===== src/rtl/fault_mgr_pkg.sv =====
package fault_mgr_pkg;
  localparam int unsigned DEF_NUM_SW   = 12;
  localparam int unsigned DEF_NUM_SENS = 6;
  localparam int unsigned DEF_NUM_SUP  = 2;
  localparam int unsigned DEF_UL_DELAY = 350;

  typedef enum logic [1:0] {
    ST_ULD = 2'd0,
    ST_PSF = 2'd1,
    ST_TW  = 2'd2
  } status_idx_e;

  localparam int unsigned NUM_STATUS = 3;
endpackage


===== src/rtl/fm_sticky.sv =====
module fm_sticky (
  input  logic clk_i,
  input  logic rst_ni,
  input  logic clr_i,
  input  logic set_i,
  input  logic srr_i,
  output logic q_o
);
  logic q_q;

  always_ff @(posedge clk_i or negedge rst_ni) begin
    if (!rst_ni)    q_q <= 1'b0;
    else if (clr_i) q_q <= 1'b0;
    else            q_q <= set_i | (q_q & ~srr_i);  // set wins over reset
  end

  assign q_o = q_q;
endmodule


===== src/rtl/fm_ul_timer.sv =====
module fm_ul_timer #(
  parameter int unsigned NUM_SW   = 12,
  parameter int unsigned UL_DELAY = 350
) (
  input  logic              clk_i,
  input  logic              rst_ni,
  input  logic              clr_i,
  input  logic              tick_i,
  input  logic [NUM_SW-1:0] ul_act_i,
  input  logic              uld_cmd_i,
  input  logic              srr_i,
  output logic              hit_o,
  output logic [NUM_SW-1:0] latch_o
);
  localparam int unsigned CW = $clog2(UL_DELAY + 1);
  localparam logic [CW-1:0] LIMIT = CW'(UL_DELAY);

  logic [CW-1:0]     cnt_q;
  logic [NUM_SW-1:0] latch_q;
  logic              any_act;
  logic              expired;

  assign any_act = |ul_act_i;
  assign expired = (cnt_q == LIMIT);
  assign hit_o   = expired & any_act;

  always_ff @(posedge clk_i or negedge rst_ni) begin
    if (!rst_ni)               cnt_q <= '0;
    else if (clr_i || !any_act) cnt_q <= '0;
    else if (tick_i && !expired) cnt_q <= cnt_q + 1'b1;
  end

  for (genvar i = 0; i < NUM_SW; i++) begin : g_latch
    always_ff @(posedge clk_i or negedge rst_ni) begin
      if (!rst_ni)    latch_q[i] <= 1'b0;
      else if (clr_i) latch_q[i] <= 1'b0;
      else            latch_q[i] <= (latch_q[i] & ~srr_i) |
                                    (hit_o & uld_cmd_i & ul_act_i[i]);
    end
  end

  assign latch_o = latch_q;
endmodule


===== src/rtl/fm_gate.sv =====
module fm_gate #(
  parameter int unsigned NUM_SW = 12
) (
  input  logic              clk_i,
  input  logic              rst_ni,
  input  logic              enable_i,
  input  logic [NUM_SW-1:0] cmd_i,
  input  logic [NUM_SW-1:0] latch_i,
  input  logic              uv_any_i,
  input  logic              ov_any_i,
  input  logic              ovlo_cmd_i,
  input  logic              tsd_any_i,
  output logic [NUM_SW-1:0] drv_en_o
);
  logic              block_all;
  logic [NUM_SW-1:0] drv_en_q;

  assign block_all = ~enable_i | uv_any_i | (ov_any_i & ovlo_cmd_i) | tsd_any_i;

  always_ff @(posedge clk_i or negedge rst_ni) begin
    if (!rst_ni) drv_en_q <= '0;
    else         drv_en_q <= block_all ? '0 : (cmd_i & ~latch_i);
  end

  assign drv_en_o = drv_en_q;
endmodule


===== src/rtl/fault_mgr.sv =====
module fault_mgr
  import fault_mgr_pkg::*;
#(
  parameter int unsigned NUM_SW   = DEF_NUM_SW,
  parameter int unsigned NUM_SENS = DEF_NUM_SENS,
  parameter int unsigned NUM_SUP  = DEF_NUM_SUP,
  parameter int unsigned UL_DELAY = DEF_UL_DELAY
) (
  input  logic                clk_i,
  input  logic                rst_ni,
  input  logic                enable_i,
  input  logic [NUM_SW-1:0]   cmd_on_i,
  input  logic [NUM_SW-1:0]   ul_flag_i,
  input  logic [NUM_SUP-1:0]  uv_i,
  input  logic [NUM_SUP-1:0]  ov_i,
  input  logic [NUM_SENS-1:0] tw_i,
  input  logic [NUM_SENS-1:0] tsd_i,
  input  logic                uld_cmd_i,
  input  logic                ovlo_cmd_i,
  input  logic                srr_i,
  input  logic                tick_i,
  output logic                uld_st_o,
  output logic                psf_st_o,
  output logic                tw_st_o,
  output logic [NUM_SW-1:0]   drv_en_o
);
  logic                  clr;
  logic                  ul_hit;
  logic [NUM_SW-1:0]     latch;
  logic [NUM_SW-1:0]     ul_act;
  logic [NUM_STATUS-1:0] st_set;
  logic [NUM_STATUS-1:0] st_q;
  logic                  uv_any, ov_any, tsd_any;

  assign clr     = ~enable_i;
  assign uv_any  = |uv_i;
  assign ov_any  = |ov_i;
  assign tsd_any = |tsd_i;
  // only conducting switches can be under-loaded
  assign ul_act  = ul_flag_i & drv_en_o;

  fm_ul_timer #(.NUM_SW(NUM_SW), .UL_DELAY(UL_DELAY)) u_timer (
    .clk_i     (clk_i),
    .rst_ni    (rst_ni),
    .clr_i     (clr),
    .tick_i    (tick_i),
    .ul_act_i  (ul_act),
    .uld_cmd_i (uld_cmd_i),
    .srr_i     (srr_i),
    .hit_o     (ul_hit),
    .latch_o   (latch)
  );

  assign st_set[ST_ULD] = ul_hit;
  assign st_set[ST_PSF] = uv_any | ov_any;
  assign st_set[ST_TW]  = |tw_i;

  for (genvar s = 0; s < NUM_STATUS; s++) begin : g_status
    fm_sticky u_sticky (
      .clk_i  (clk_i),
      .rst_ni (rst_ni),
      .clr_i  (clr),
      .set_i  (st_set[s]),
      .srr_i  (srr_i),
      .q_o    (st_q[s])
    );
  end

  assign uld_st_o = st_q[ST_ULD];
  assign psf_st_o = st_q[ST_PSF];
  assign tw_st_o  = st_q[ST_TW];

  fm_gate #(.NUM_SW(NUM_SW)) u_gate (
    .clk_i      (clk_i),
    .rst_ni     (rst_ni),
    .enable_i   (enable_i),
    .cmd_i      (cmd_on_i),
    .latch_i    (latch),
    .uv_any_i   (uv_any),
    .ov_any_i   (ov_any),
    .ovlo_cmd_i (ovlo_cmd_i),
    .tsd_any_i  (tsd_any),
    .drv_en_o   (drv_en_o)
  );
endmodule


===== config.mk =====
export PLATFORM = sky130hd
export DESIGN_NAME = fault_mgr
export DESIGN_NICKNAME = d
export VERILOG_FILES = /design/src/rtl/fault_mgr_pkg.sv /design/src/rtl/fm_sticky.sv /design/src/rtl/fm_ul_timer.sv /design/src/rtl/fm_gate.sv /design/src/rtl/fault_mgr.sv
export SDC_FILE = /design/constraint.sdc
export NUM_CORES = 1
export LEC_CHECK = 0
export BUFFER_PORTS_ARGS = -buffer_cell sky130_fd_sc_hd__buf_2
export CORE_MARGIN = 1.5
export CORE_UTILIZATION = 52
export CTS_BUF_LIST = sky130_fd_sc_hd__clkbuf_8 sky130_fd_sc_hd__clkbuf_16
export DETAILED_ROUTE_END_ITERATION = 8
export PLACE_DENSITY = 0.84
export SKIP_CTS_REPAIR_TIMING = 1
export SYNTH_ARGS = -nofsm -noshare
export SYNTH_HDL_FRONTEND = slang
export SYNTH_SLANG_ARGS = --single-unit

===== constraint.sdc =====
create_clock -name clk_i -period 2.73 [get_ports clk_i]
set_input_delay 0.6825 -clock clk_i [delete_from_list [all_inputs] [get_ports clk_i]]
set_output_delay 0.6825 -clock clk_i [all_outputs]
set_load 0.02 [all_outputs]

Word level (Yosys, flattened, before mapping)
Index checks and enable logic that the tools add are counted.
- flip-flop bits (word level): 36
- bits of input ports: 47
- output and inout bits: 15
- word-level logic and storage cells: 101
- add/sub/neg operators: 1
- eq/ne operators: 1
- multiplexer cells: 18
- bitwise operators: 54
- reduce and logical (&&, ||, !) cells: 10
- operator list (operator ; count):
    1-bit AND ; 30
    12-bit AND ; 2
    1-bit OR ; 19
    9-bit two-way mux ; 2
    1-bit two-way mux ; 15
    12-bit two-way mux ; 1
    12-bit inverter ; 1
    12-bit OR reduction ; 1
    6-bit OR reduction ; 2
    9-bit by 1-bit adder with 9-bit output, second input constant ; 1
    9-bit equality test, second input constant ; 1
    2-bit OR reduction ; 2
    1-bit zero test ; 2
    1-bit inverter ; 2
    2-bit nonzero test ; 1
    1-bit logical AND ; 1
    1-bit logical OR ; 1

Logic depth before layout (Yosys ltp)
Gate-level depths: netlist (run 1).
- word-level depth: 7
- mapped depth: 6
- gate-level depth less buffers: 6

Cells and area by module
A second synthesis (run 1) with hierarchy kept.
- cells, all modules: 161
- area, all modules: 1894.3 um2
- modules (own cells, without submodules) (module ; instances ; cells each ; area an instance (um2) ; sequential area each (um2)):
    fm_ul_timer ; 1 ; 99 ; 1037.2 ; 525.5
    fm_gate ; 1 ; 28 ; 600.6 ; 300.3
    fm_sticky ; 3 ; 4 ; 43.8 ; 25.0
    fault_mgr ; 1 ; 22 ; 125.1 ; 0.0

Worst setup path after synthesis (run 1)
Ideal clock, no wire load.
- path type: input port to flip-flop
- start: input port enable_i
- end: register u_gate.drv_en_q[0] (netlist: u_gate.drv_en_o[0])
- library setup time: 0.080 ns
- data arrival time: 1.510 ns
- data required time: 2.650 ns
- setup slack: 1.140 ns
- stages: 5
- path buffers: 2
- cell sequence: buf_4 > nor4b_2 > nand4_1 > buf_4 > nor3b_2
- longest elaborated chain between the ends: 5
- ends and longest elaborated chain (what ; line ; source):
    start, declared ; fault_mgr.sv:11 ; input logic enable_i,
    1-bit inverter ; fm_gate.sv:18 ; assign block_all = ~enable_i | uv_any_i | (ov_any_i & ovlo_cmd_i) | tsd_any_i;
    1-bit OR (3 in a row) ; fm_gate.sv:18 ;
    12-bit two-way mux ; fm_gate.sv:22 ; else drv_en_q <= block_all ? '0 : (cmd_i & ~latch_i);
    end signal, assigned ; fm_gate.sv:22 ;
    end, declared ; fm_gate.sv:16 ; logic [NUM_SW-1:0] drv_en_q;
No other way between the ends.
A chain may end at the register's enable or synchronous reset.

Worst setup path in the final report (run 1)
- start: register u_gate.drv_en_q[3] (netlist: u_gate.drv_en_o[3])
- end: output port drv_en_o[3]
- RTL lines (what ; line ; source):
    end, declared ; fault_mgr.sv:25 ; output logic [NUM_SW-1:0] drv_en_o
No word-level cell between the ends.

==> results by group, run 1 <==
Status
  • Outcome: finished, final reports clean

Floorplan
  • Die Y: 60.3 um
  • IO Count: 62
  • Rows: 20
  • Core Box Area: 3080 um2
  • Die footprint: 3630 um2
  • Initial Utilization: 0.554
  • Chip width: 60.3 um

CTS
  • CTS max path bufs: 2
  • CTS sink count: 36
  • Clock transition at path regs: 70 ps
  • Root Driver: clkbuf_8
  • Clock latency at the later pin of the worst-skew pair: 290 ps
  • CTS Buf Count: 5
  • H-tree depth: 2
  • CTS tree: built

Timing
  • Max Slew Vio Count: 0
  • RSZ-0062 raised after global routing: no
  • Post-layout min period: 1550 ps
  • Peak Freq: 645 MHz
  • Clock skew: 3.41 ps
  • Max-slew headroom: 0.478
  • Setup TNS: 0 ps
  • Final Hold Vio Count: 0
  • Fin crit share: 0.567
  • Worst-Margin Slew: 784 ps
  • Endpoints failing setup: 0

Finish
  • Fill cell count: 234
  • Post-route design area: 2150 um2
  • Nets@finish: 265
  • Share of cells above drive strength 1: 0.447
  • Area grow syn2layout: 25.7%
  • Most common cell after layout, fill and taps aside: buf_2
  • Commonest cells after routing, fill and taps aside: buf_2 (61), dfrtp_1 (36), nand2_1 (22)
  • Ant diodes: 0

Global routing
  • Met1 GRT Util: 0.243
  • Vias in the first global route: 1367
  • Gr busiest metal: met2
  • First-pass GRT wire length: 5850 um
  • GRT Overall Usage: 0.228
  • Largest net degree at the start of global routing: 37
  • Initial antenna violation count: 0
  • GR Layer Usage met2: 0.402
  • GR Overflow Total: 0
  • Global Route met3 Usage: 0.0779

Route
  • WL final: 3890 um
  • Vias post-DR: 1417
  • Number of vias per cell: 5.43
  • Antenna viol nets, final: 0
  • Drt first-iter violations: 26
  • DRC: 0
  • First-pass DRT Iterations: 4
  • WL/cell: 14.9 um

Critical path
  • CP top delay family: flip-flops
  • Max incr delay on CP: 410 ps
  • Critical Path AT: 870 ps
  • CP Max Fanout: 3
  • CP max-delay cell: dfrtp_1
  • Crit path launch type: flop
  • Worst path cell trace: buf_2
  • Worst path required time: 2050 ps
  • Buf/Inv on CP: 1
  • Kind of critical path: reg2out
  • Setup crit end kind: primary output

Placement
  • Gpl congestion: 0.791
  • Buffers on Ports: 61
  • Area post-placement: 2060 um2
  • DP Wirelength: 2950 um

Synth
  • Netlist Area Pre-Place: 1710 um2
  • Synth warn: 0
  • Avg Synthesized Cell Area: 11.4 um2
  • Ys async rst share: 1.00
  • Mapped Cells: 150
  • Synth top area cells: dfrtp_1 (53%), nor3b_2 (7.3%), nand2_1 (4.8%), o21ai_2 (4.6%), nand4_1 (3.7%)
  • Area share of the largest cell type after synthesis: 0.528
  • Count of cell types in the netlist: 36
  • Number of synthesized register bits: 36
  • Register area share after synthesis: 0.528
  • Predominant post-synthesis flop cell: dfrtp_1
  • EDFF count, synth: 0
  • Area leader, netlist: dfrtp_1
  • Syn_nets: 199

Power
  • Switch share: 0.225
  • Pwr Density: 460 nW/um2
  • Maximum vdd drop: 0.310 mV
  • Power, Total: 0.987 mW
  • Net Sw Power: 0.222 mW
  • Clk pwr share: 0.388
  • Comb power frac: 0.069
  • P_int: 0.766 mW
  • Flop pwr share: 0.543
  • Static Leak: 1.01 nW

Flow run
  • MaxCap Viol Count: 0

Hold path
  • Worst Hold Class: reg2reg
## cell type report
cell class / count / area, um2 / share of cell area
clock buffer: 6 / 82.6 / 0.0385
inverter: 3 / 11.3 / 0.00525
sequential: 36 / 901 / 0.420
multi-input combinational: 108 / 776 / 0.362
clock inverter: 2 / 7.51 / 0.00350
tap: 44 / 55.1 / 0.0257
timing repair buffer: 62 / 313 / 0.146
## worst reg2reg max path: stages (launching register included)
cell	delay, ps
dfrtp_1	400
inv_1	100
ha_1	160
and2_1	190
nand4_2	200
nand4_1	140
nor3b_1	250
## synth_stat cells (2+ instances only)
master,number
ha_1,2
a22oi_1,5
and3_4,2
nor2b_1,2
a211oi_1,2
nand4_1,10
nand2_1,22
a21boi_1,4
nor3b_1,4
o21ai_2,9
inv_1,3
nor3b_2,10
o21ai_0,3
dfrtp_1,36
xor2_1,2
and2_1,3
a21oi_1,4
nand3_1,4
buf_4,2
nor2_1,5
## layer usage
layer,wire (um),up-vias
li1,-,676
met1,1540,678
met2,2040,52
met3,226,11
met4,88,0
met5,0,-
## final timing paths
path	endpoint	depth (start not counted)	slack, ps	startpoint
hold reg to reg	u_gate.drv_en_o[11]$_DFF_PN0_	1	440	u_timer.latch_o[11]$_DFF_PN0_
setup / recovery	drv_en_o[3]	1	1180	u_gate.drv_en_o[3]$_DFF_PN0_
min in group asynchronous	u_gate.drv_en_o[7]$_DFF_PN0_	1	470	rst_ni
hold / removal	u_gate.drv_en_o[11]$_DFF_PN0_	1	440	u_timer.latch_o[11]$_DFF_PN0_
setup reg to reg	u_timer.cnt_q[2]$_DFFE_PN0P_	6	1190	u_timer.cnt_q[0]$_DFFE_PN0P_
max in group asynchronous	g_status[1].u_sticky.q_o$_DFF_PN0_	1	1770	rst_ni
## kinds of logic (layout without fill, tap and decap cells)
group	Yosys count	count (layout)	share of synthesized area
simple gates	71	71	0.284
flops	36	36	0.528
compound gates	32	32	0.140
buf+inv	6	73	0.0176
xor+xnor	3	3	0.0154
fa+ha+maj	2	2	0.0147
## flip-flops by register name, indices dropped and copies added, names as in the netlist
name / flops
g_status.u_sticky.q_o: 3
u_gate.drv_en_o: 12
u_timer.cnt_q: 9
u_timer.latch_o: 12
## metrics by stage
step / utilization / cells / setup slack [ps] / hold slack (ps)
final: 0.697 / 261 / 1180 / 438
after global routing: 0.697 / 261 / 1030 / 454
after CTS: 0.697 / 261 / 1170 / 443
after detailed placement: 0.668 / 253 / 865 / 434
after global placement: 0.668 / 253 / 870 / 411
after floorplan: - / 150 / 1140 / 387
## power groups by stage
stage | clock, mW | sequential (mW) | combinational, mW
2_1_floorplan | 0 | 0.549 | 0.0152
3_3_place_gp | 0 | 0.546 | 0.0658
3_5_place_dp | 0 | 0.546 | 0.0680
4_1_cts | 0.392 | 0.536 | 0.0684
5_1_grt | 0.414 | 0.536 | 0.0753
6_report | 0.383 | 0.536 | 0.0682
Note: power is estimated with default switching activity, not from simulation.
==> run 2: changes to the inputs <==
- ABC_AREA: not set -> 1
- CORE_UTILIZATION: 52 -> 50
- PLACE_DENSITY: 0.84 -> 0.8
- clock period: 2.73 -> 1.5 ns (I/O delays scaled with it)
==> results by group, run 2 <==
Critical path
  • Worst path required time: 1720 ps
  • Critical Path AT: 1740 ps
  • CP top delay family: simple AND/OR/NAND/NOR gates
  • Kind of critical path: reg2reg
  • Buf/Inv on CP: 3
  • Crit path launch type: flop
  • Setup crit end kind: flop
  • CP Max Fanout: 5
  • Worst path cell trace: inv_2 > ha_4 > nand2_4 > nor2_4 > inv_4 > nor2_8 > buf_6 > nand4_1 > a21oi_1
  • Max incr delay on CP: 400 ps
  • CP max-delay cell: dfrtp_1

CTS
  • H-tree depth: 2
  • CTS Buf Count: 5
  • CTS tree: built
  • Clock latency at the later pin of the worst-skew pair: 300 ps
  • CTS max path bufs: 2
  • CTS sink count: 36
  • Root Driver: clkbuf_8
  • Clock transition at path regs: 70 ps

Synth
  • Register area share after synthesis: 0.491
  • Top post-synthesis cells by count: nand2_1 (57), inv_1 (39), dfrtp_1 (36), nor2_1 (17), nor3_1 (16)
  • Avg Synthesized Cell Area: 8.09 um2
  • Netlist Area Pre-Place: 1840 um2
  • EDFF count, synth: 0
  • Most numerous cell in the Yosys netlist: nand2_1
  • Synth top area cells: dfrtp_1 (49%), nand2_1 (12%), inv_1 (8.0%), nand4_1 (4.8%), nor3_1 (4.4%)
  • Synth warn: 0
  • Predominant post-synthesis flop cell: dfrtp_1
  • Mapped Cells: 227
  • Syn_nets: 276
  • Count of cell types in the netlist: 28
  • Ys async rst share: 1.00
  • Area leader, netlist: dfrtp_1
  • Number of synthesized register bits: 36
  • Area share of the largest cell type after synthesis: 0.491

Hold path
  • Worst Hold Class: in2async

Placement
  • DP Wirelength: 3140 um
  • Buffers on Ports: 61
  • Pre-CTS setup slack: 29.9 ps
  • Gpl congestion: 0.898
  • Area post-placement: 2210 um2

Finish
  • Nets@finish: 350
  • Share of cells above drive strength 1: 0.315
  • Fill cell count: 282
  • Most common cell after layout, fill and taps aside: buf_2
  • Ant diodes: 0
  • Commonest cells after routing, fill and taps aside: buf_2 (61), nand2_1 (55), inv_1 (39)
  • Utilization after layout: 0.706
  • Post-route design area: 2410 um2
  • Area grow syn2layout: 31.4%

Route
  • WL/cell: 12.5 um
  • Drt first-iter violations: 121
  • Number of vias per cell: 5.06
  • First-pass DRT Iterations: 4
  • Vias post-DR: 1760
  • DRC: 0
  • WL final: 4350 um
  • Antenna viol nets, final: 0

Timing
  • Max-slew headroom: 0.682
  • Max Slew Vio Count: 0
  • RSZ-0062 raised after global routing: yes
  • Endpoints failing setup: 3
  • Final Hold Vio Count: 0
  • Fin worst setup slack: -13.8 ps
  • Hold slack final: 26.9 ps
  • Fin crit share: 1.01
  • Peak Freq: 661 MHz
  • Post-layout min period: 1510 ps
  • Clock skew: 7.31 ps
  • Worst-Margin Slew: 477 ps

Flow run
  • MaxCap Viol Count: 0

Power
  • Pwr Density: 805 nW/um2
  • Power, Total: 1.94 mW
  • Maximum vdd drop: 0.576 mV
  • Static Leak: 1.39 nW

Global routing
  • Initial antenna violation count: 0
  • GR Overflow Total: 0
  • First-pass GRT wire length: 7020 um
  • Vias in the first global route: 1657
  • GRT Overall Usage: 0.228
  • Largest net degree at the start of global routing: 37

Floorplan
  • Die Y: 63.6 um
  • Initial Utilization: 0.537
  • Core Box Area: 3420 um2
  • Chip width: 63.6 um
  • Die footprint: 4040 um2
  • Rows: 21
  • IO Count: 62

Status
  • Violations in the final reports: setup timing
  • Outcome: finished with violations
-- run 2: worst paths after layout --
path	from	endpoint	slack [ps]	depth (start not counted)
hold reg to reg	u_timer.latch_o[9]$_DFF_PN0_	u_gate.drv_en_o[9]$_DFF_PN0_	430	1
setup reg to reg	u_timer.cnt_q[0]$_DFFE_PN0P_	u_timer.latch_o[3]$_DFF_PN0_	-10	9
setup / recovery	u_timer.cnt_q[0]$_DFFE_PN0P_	u_timer.latch_o[3]$_DFF_PN0_	-10	9
min in group clk_i	cmd_on_i[11]	u_gate.drv_en_o[11]$_DFF_PN0_	280	3
max in group asynchronous	rst_ni	u_timer.cnt_q[3]$_DFFE_PN0P_	1290	2
hold / removal	rst_ni	g_status[1].u_sticky.q_o$_DFF_PN0_	30	2
-- run 2: cells by family after synthesis --
group / after synthesis / synth area share
AOI/OAI and AO/OA: 19 / 0.0566
xor gates and xnor gates: 2 / 0.00955
adders and majority gates: 2 / 0.0136
buffers and inverters: 47 / 0.112
DFF: 36 / 0.491
and+or+nand+nor: 121 / 0.317
-- run 2: power by group --
part / internal [mW] / switching [mW] / leakage (nW) / total [mW]
logic: 0.0618 / 0.0777 / 0.835 / 0.139
clock network: 0.486 / 0.341 / 0.0593 / 0.827
registers: 0.974 / 0.00166 / 0.499 / 0.975
-- run 2: final cells by class --
| class | instances | area [um2] | area share |
|---|---|---|---|
| well taps | 46 | 57.6 | 0.0239 |
| clock inverters | 3 | 38.8 | 0.0161 |
| flip-flops and latches | 36 | 901 | 0.374 |
| inverters | 41 | 156 | 0.0649 |
| multi-input cells | 145 | 781 | 0.324 |
| repair buffers | 72 | 408 | 0.169 |
| clock buffers | 5 | 68.8 | 0.0285 |
-- run 2: per-stage QoR --
stage | std cells | setup TNS, ps
detailed placement | 335 | 0
global placement | 335 | 0
floorplan | 227 | 0
global route | 348 | -606
finish | 348 | -23.6
CTS | 343 | 0
-- run 2: metal layers --
layer	wire, um	share of wire	track usage
met1	1790	0.41	0.281
met2	2170	0.50	0.372
met3	273	0.063	0.0482
met4	106	0.024	0.128
met5	0	0	0
==> run 3: changes to the inputs <==
- CORE_UTILIZATION: 50 -> 51
- PLACE_DENSITY: 0.8 -> 0.81
- SYNTH_HIERARCHICAL: not set -> 1
==> results by group, run 3 <==
Synth
  • Area share of the largest cell type after synthesis: 0.454
  • Ys async rst share: 1.00
  • Most numerous cell in the Yosys netlist: nand2_1
  • Netlist Area Pre-Place: 1980 um2
  • Mapped Cells: 258
  • Avg Synthesized Cell Area: 7.69 um2
  • Syn_nets: 307
  • Area leader, netlist: dfrtp_1
  • Synth warn: 6
  • Register area share after synthesis: 0.454
  • Predominant post-synthesis flop cell: dfrtp_1
  • EDFF count, synth: 0
  • Number of synthesized register bits: 36
  • Top post-synthesis cells by count: nand2_1 (74), inv_1 (46), dfrtp_1 (36), nor2_1 (22)
  • Count of cell types in the netlist: 28
  • Synth top area cells: dfrtp_1 (45%), nand2_1 (14%), inv_1 (8.7%), nand4_1 (4.7%), nor2_1 (4.2%)

Finish
  • Most common cell after layout, fill and taps aside: nand2_1
  • Utilization after layout: 0.689
  • Share of cells above drive strength 1: 0.337
  • Post-route design area: 2540 um2
  • Ant diodes: 0
  • Commonest cells after routing, fill and taps aside: nand2_1 (72), buf_2 (61), inv_1 (46)
  • Finished Layout Cells: 380
  • Fill cell count: 313
  • Nets@finish: 380
  • Area grow syn2layout: 28.1%

Timing
  • Hold slack final: 12.3 ps
  • Worst-Margin Slew: 403 ps
  • Setup TNS: 0 ps
  • Max Slew Vio Count: 0
  • Clock skew: 10.2 ps
  • Post-layout min period: 1480 ps
  • Fin worst setup slack: 19.2 ps
  • Max-slew headroom: 0.731
  • Peak Freq: 675 MHz
  • RSZ-0062 raised after global routing: yes
  • Fin crit share: 0.987
  • Final Hold Vio Count: 0
  • Endpoints failing setup: 0

Power
  • Net Sw Power: 0.417 mW
  • Comb power frac: 0.079
  • Power, Total: 1.94 mW
  • Maximum vdd drop: 0.464 mV
  • Static Leak: 1.48 nW
  • Switch share: 0.215
  • Flop pwr share: 0.502
  • Pwr Density: 764 nW/um2
  • P_int: 1.53 mW
  • Clk pwr share: 0.419

Global routing
  • GR Overflow Total: 0
  • GRT Overall Usage: 0.219
  • Vias in the first global route: 1692
  • Initial antenna violation count: 0
  • Largest net degree at the start of global routing: 21
  • First-pass GRT wire length: 7110 um

Placement
  • Pre-CTS setup slack: -26.4 ps
  • Gpl congestion: 0.873
  • Area post-placement: 2360 um2
  • Placed Cells: 368
  • Buffers on Ports: 61
  • DP Wirelength: 3220 um

Floorplan
  • IO Count: 62
  • Chip width: 65.4 um
  • Die Y: 65.4 um
  • Initial Utilization: 0.538
  • Core Box Area: 3690 um2
  • Rows: 22
  • Die footprint: 4270 um2

Critical path
  • Setup crit end kind: flop
  • CP max-delay cell: dfrtp_1
  • Max incr delay on CP: 370 ps
  • Worst path required time: 1650 ps
  • Crit path launch type: flop
  • Cell mode on critical path: nand2_1
  • Critical Path AT: 1640 ps
  • Worst path cell trace: nand2_1 > inv_1 > nor2_1 > nand2_1 > nor2_2 > nand2_1 > buf_4 > nand4_1 > a21oi_1
  • Kind of critical path: reg2reg
  • CP Max Fanout: 12

Status
  • Outcome: finished, final reports clean

CTS
  • Root Driver: clkbuf_8
  • CTS max path bufs: 2
  • CTS Buf Count: 5
  • H-tree depth: 2
  • Clock latency at the later pin of the worst-skew pair: 280 ps
  • Clock transition at path regs: 70 ps
  • CTS sink count: 36
  • CTS tree: built

Route
  • Vias post-DR: 1892
  • WL/cell: 12.1 um
  • DRC: 0
  • Drt first-iter violations: 158
  • Number of vias per cell: 4.98
  • WL final: 4620 um
  • Antenna viol nets, final: 0
  • First-pass DRT Iterations: 4

Hold path
  • Worst Hold Class: in2async

Flow run
  • MaxCap Viol Count: 0
## run 3: path summary, 6_finish.rpt
kind	startpoint	endpoint	slack (ps)	cells after the start
setup / recovery	u_gate/drv_en_o[3]$_DFF_PN0_	u_timer/latch_o[3]$_DFF_PN0_	20	9
hold / removal	rst_ni	u_timer/latch_o[9]$_DFF_PN0_	10	1
setup reg to reg	u_gate/drv_en_o[3]$_DFF_PN0_	u_timer/latch_o[3]$_DFF_PN0_	20	9
hold reg to reg	u_timer/latch_o[11]$_DFF_PN0_	u_gate/drv_en_o[11]$_DFF_PN0_	500	3
max in group asynchronous	rst_ni	u_timer/cnt_q[6]$_DFFE_PN0P_	1040	2
min in group clk_i	cmd_on_i[11]	u_gate/drv_en_o[11]$_DFF_PN0_	310	3
## run 3: final cells by class
cell class | instances | area, um2 | share of cell area
clock buffers | 5 | 68.8 | 0.0271
clock inverters | 3 | 38.8 | 0.0153
inverters | 48 | 180 | 0.0709
multi-input cells | 169 | 887 | 0.349
flip-flops and latches | 36 | 901 | 0.355
well taps | 48 | 60.1 | 0.0236
repair buffers | 71 | 405 | 0.160
## run 3: power groups by stage
stage / logic, mW / registers (mW) / clock network [mW]
2_1_floorplan: 0.0489 / 0.998 / 0
3_3_place_gp: 0.149 / 0.994 / 0
5_1_grt: 0.171 / 0.975 / 0.879
4_1_cts: 0.153 / 0.976 / 0.827
3_5_place_dp: 0.152 / 0.994 / 0
6_report: 0.153 / 0.976 / 0.813
## run 3: routing by layer
metal,wire length [um],vias to the layer above,part of all wire,global-route usage
met5,0,-,0,0
met4,34,0,0.0074,0.0859
met3,260,2,0.056,0.0565
met2,2220,75,0.48,0.357
met1,2100,876,0.46,0.280
li1,-,939,-,-
## run 3: cells by family after synthesis
family / synth area share
buffers and inverters: 0.117
AO/OA/AOI/OAI: 0.0624
AND/OR/NAND/NOR: 0.354
flip-flops: 0.454
adder cells (fa/ha/maj): 0.0126
## run 3: worst max-delay path, delay by kind of cell, from the launching register on
family | cells | cell delay (ps)
AO/OA/AOI/OAI | 1 | 70
AND/OR/NAND/NOR | 6 | 640
buffers and inverters | 2 | 260
flip-flops | 1 | 370
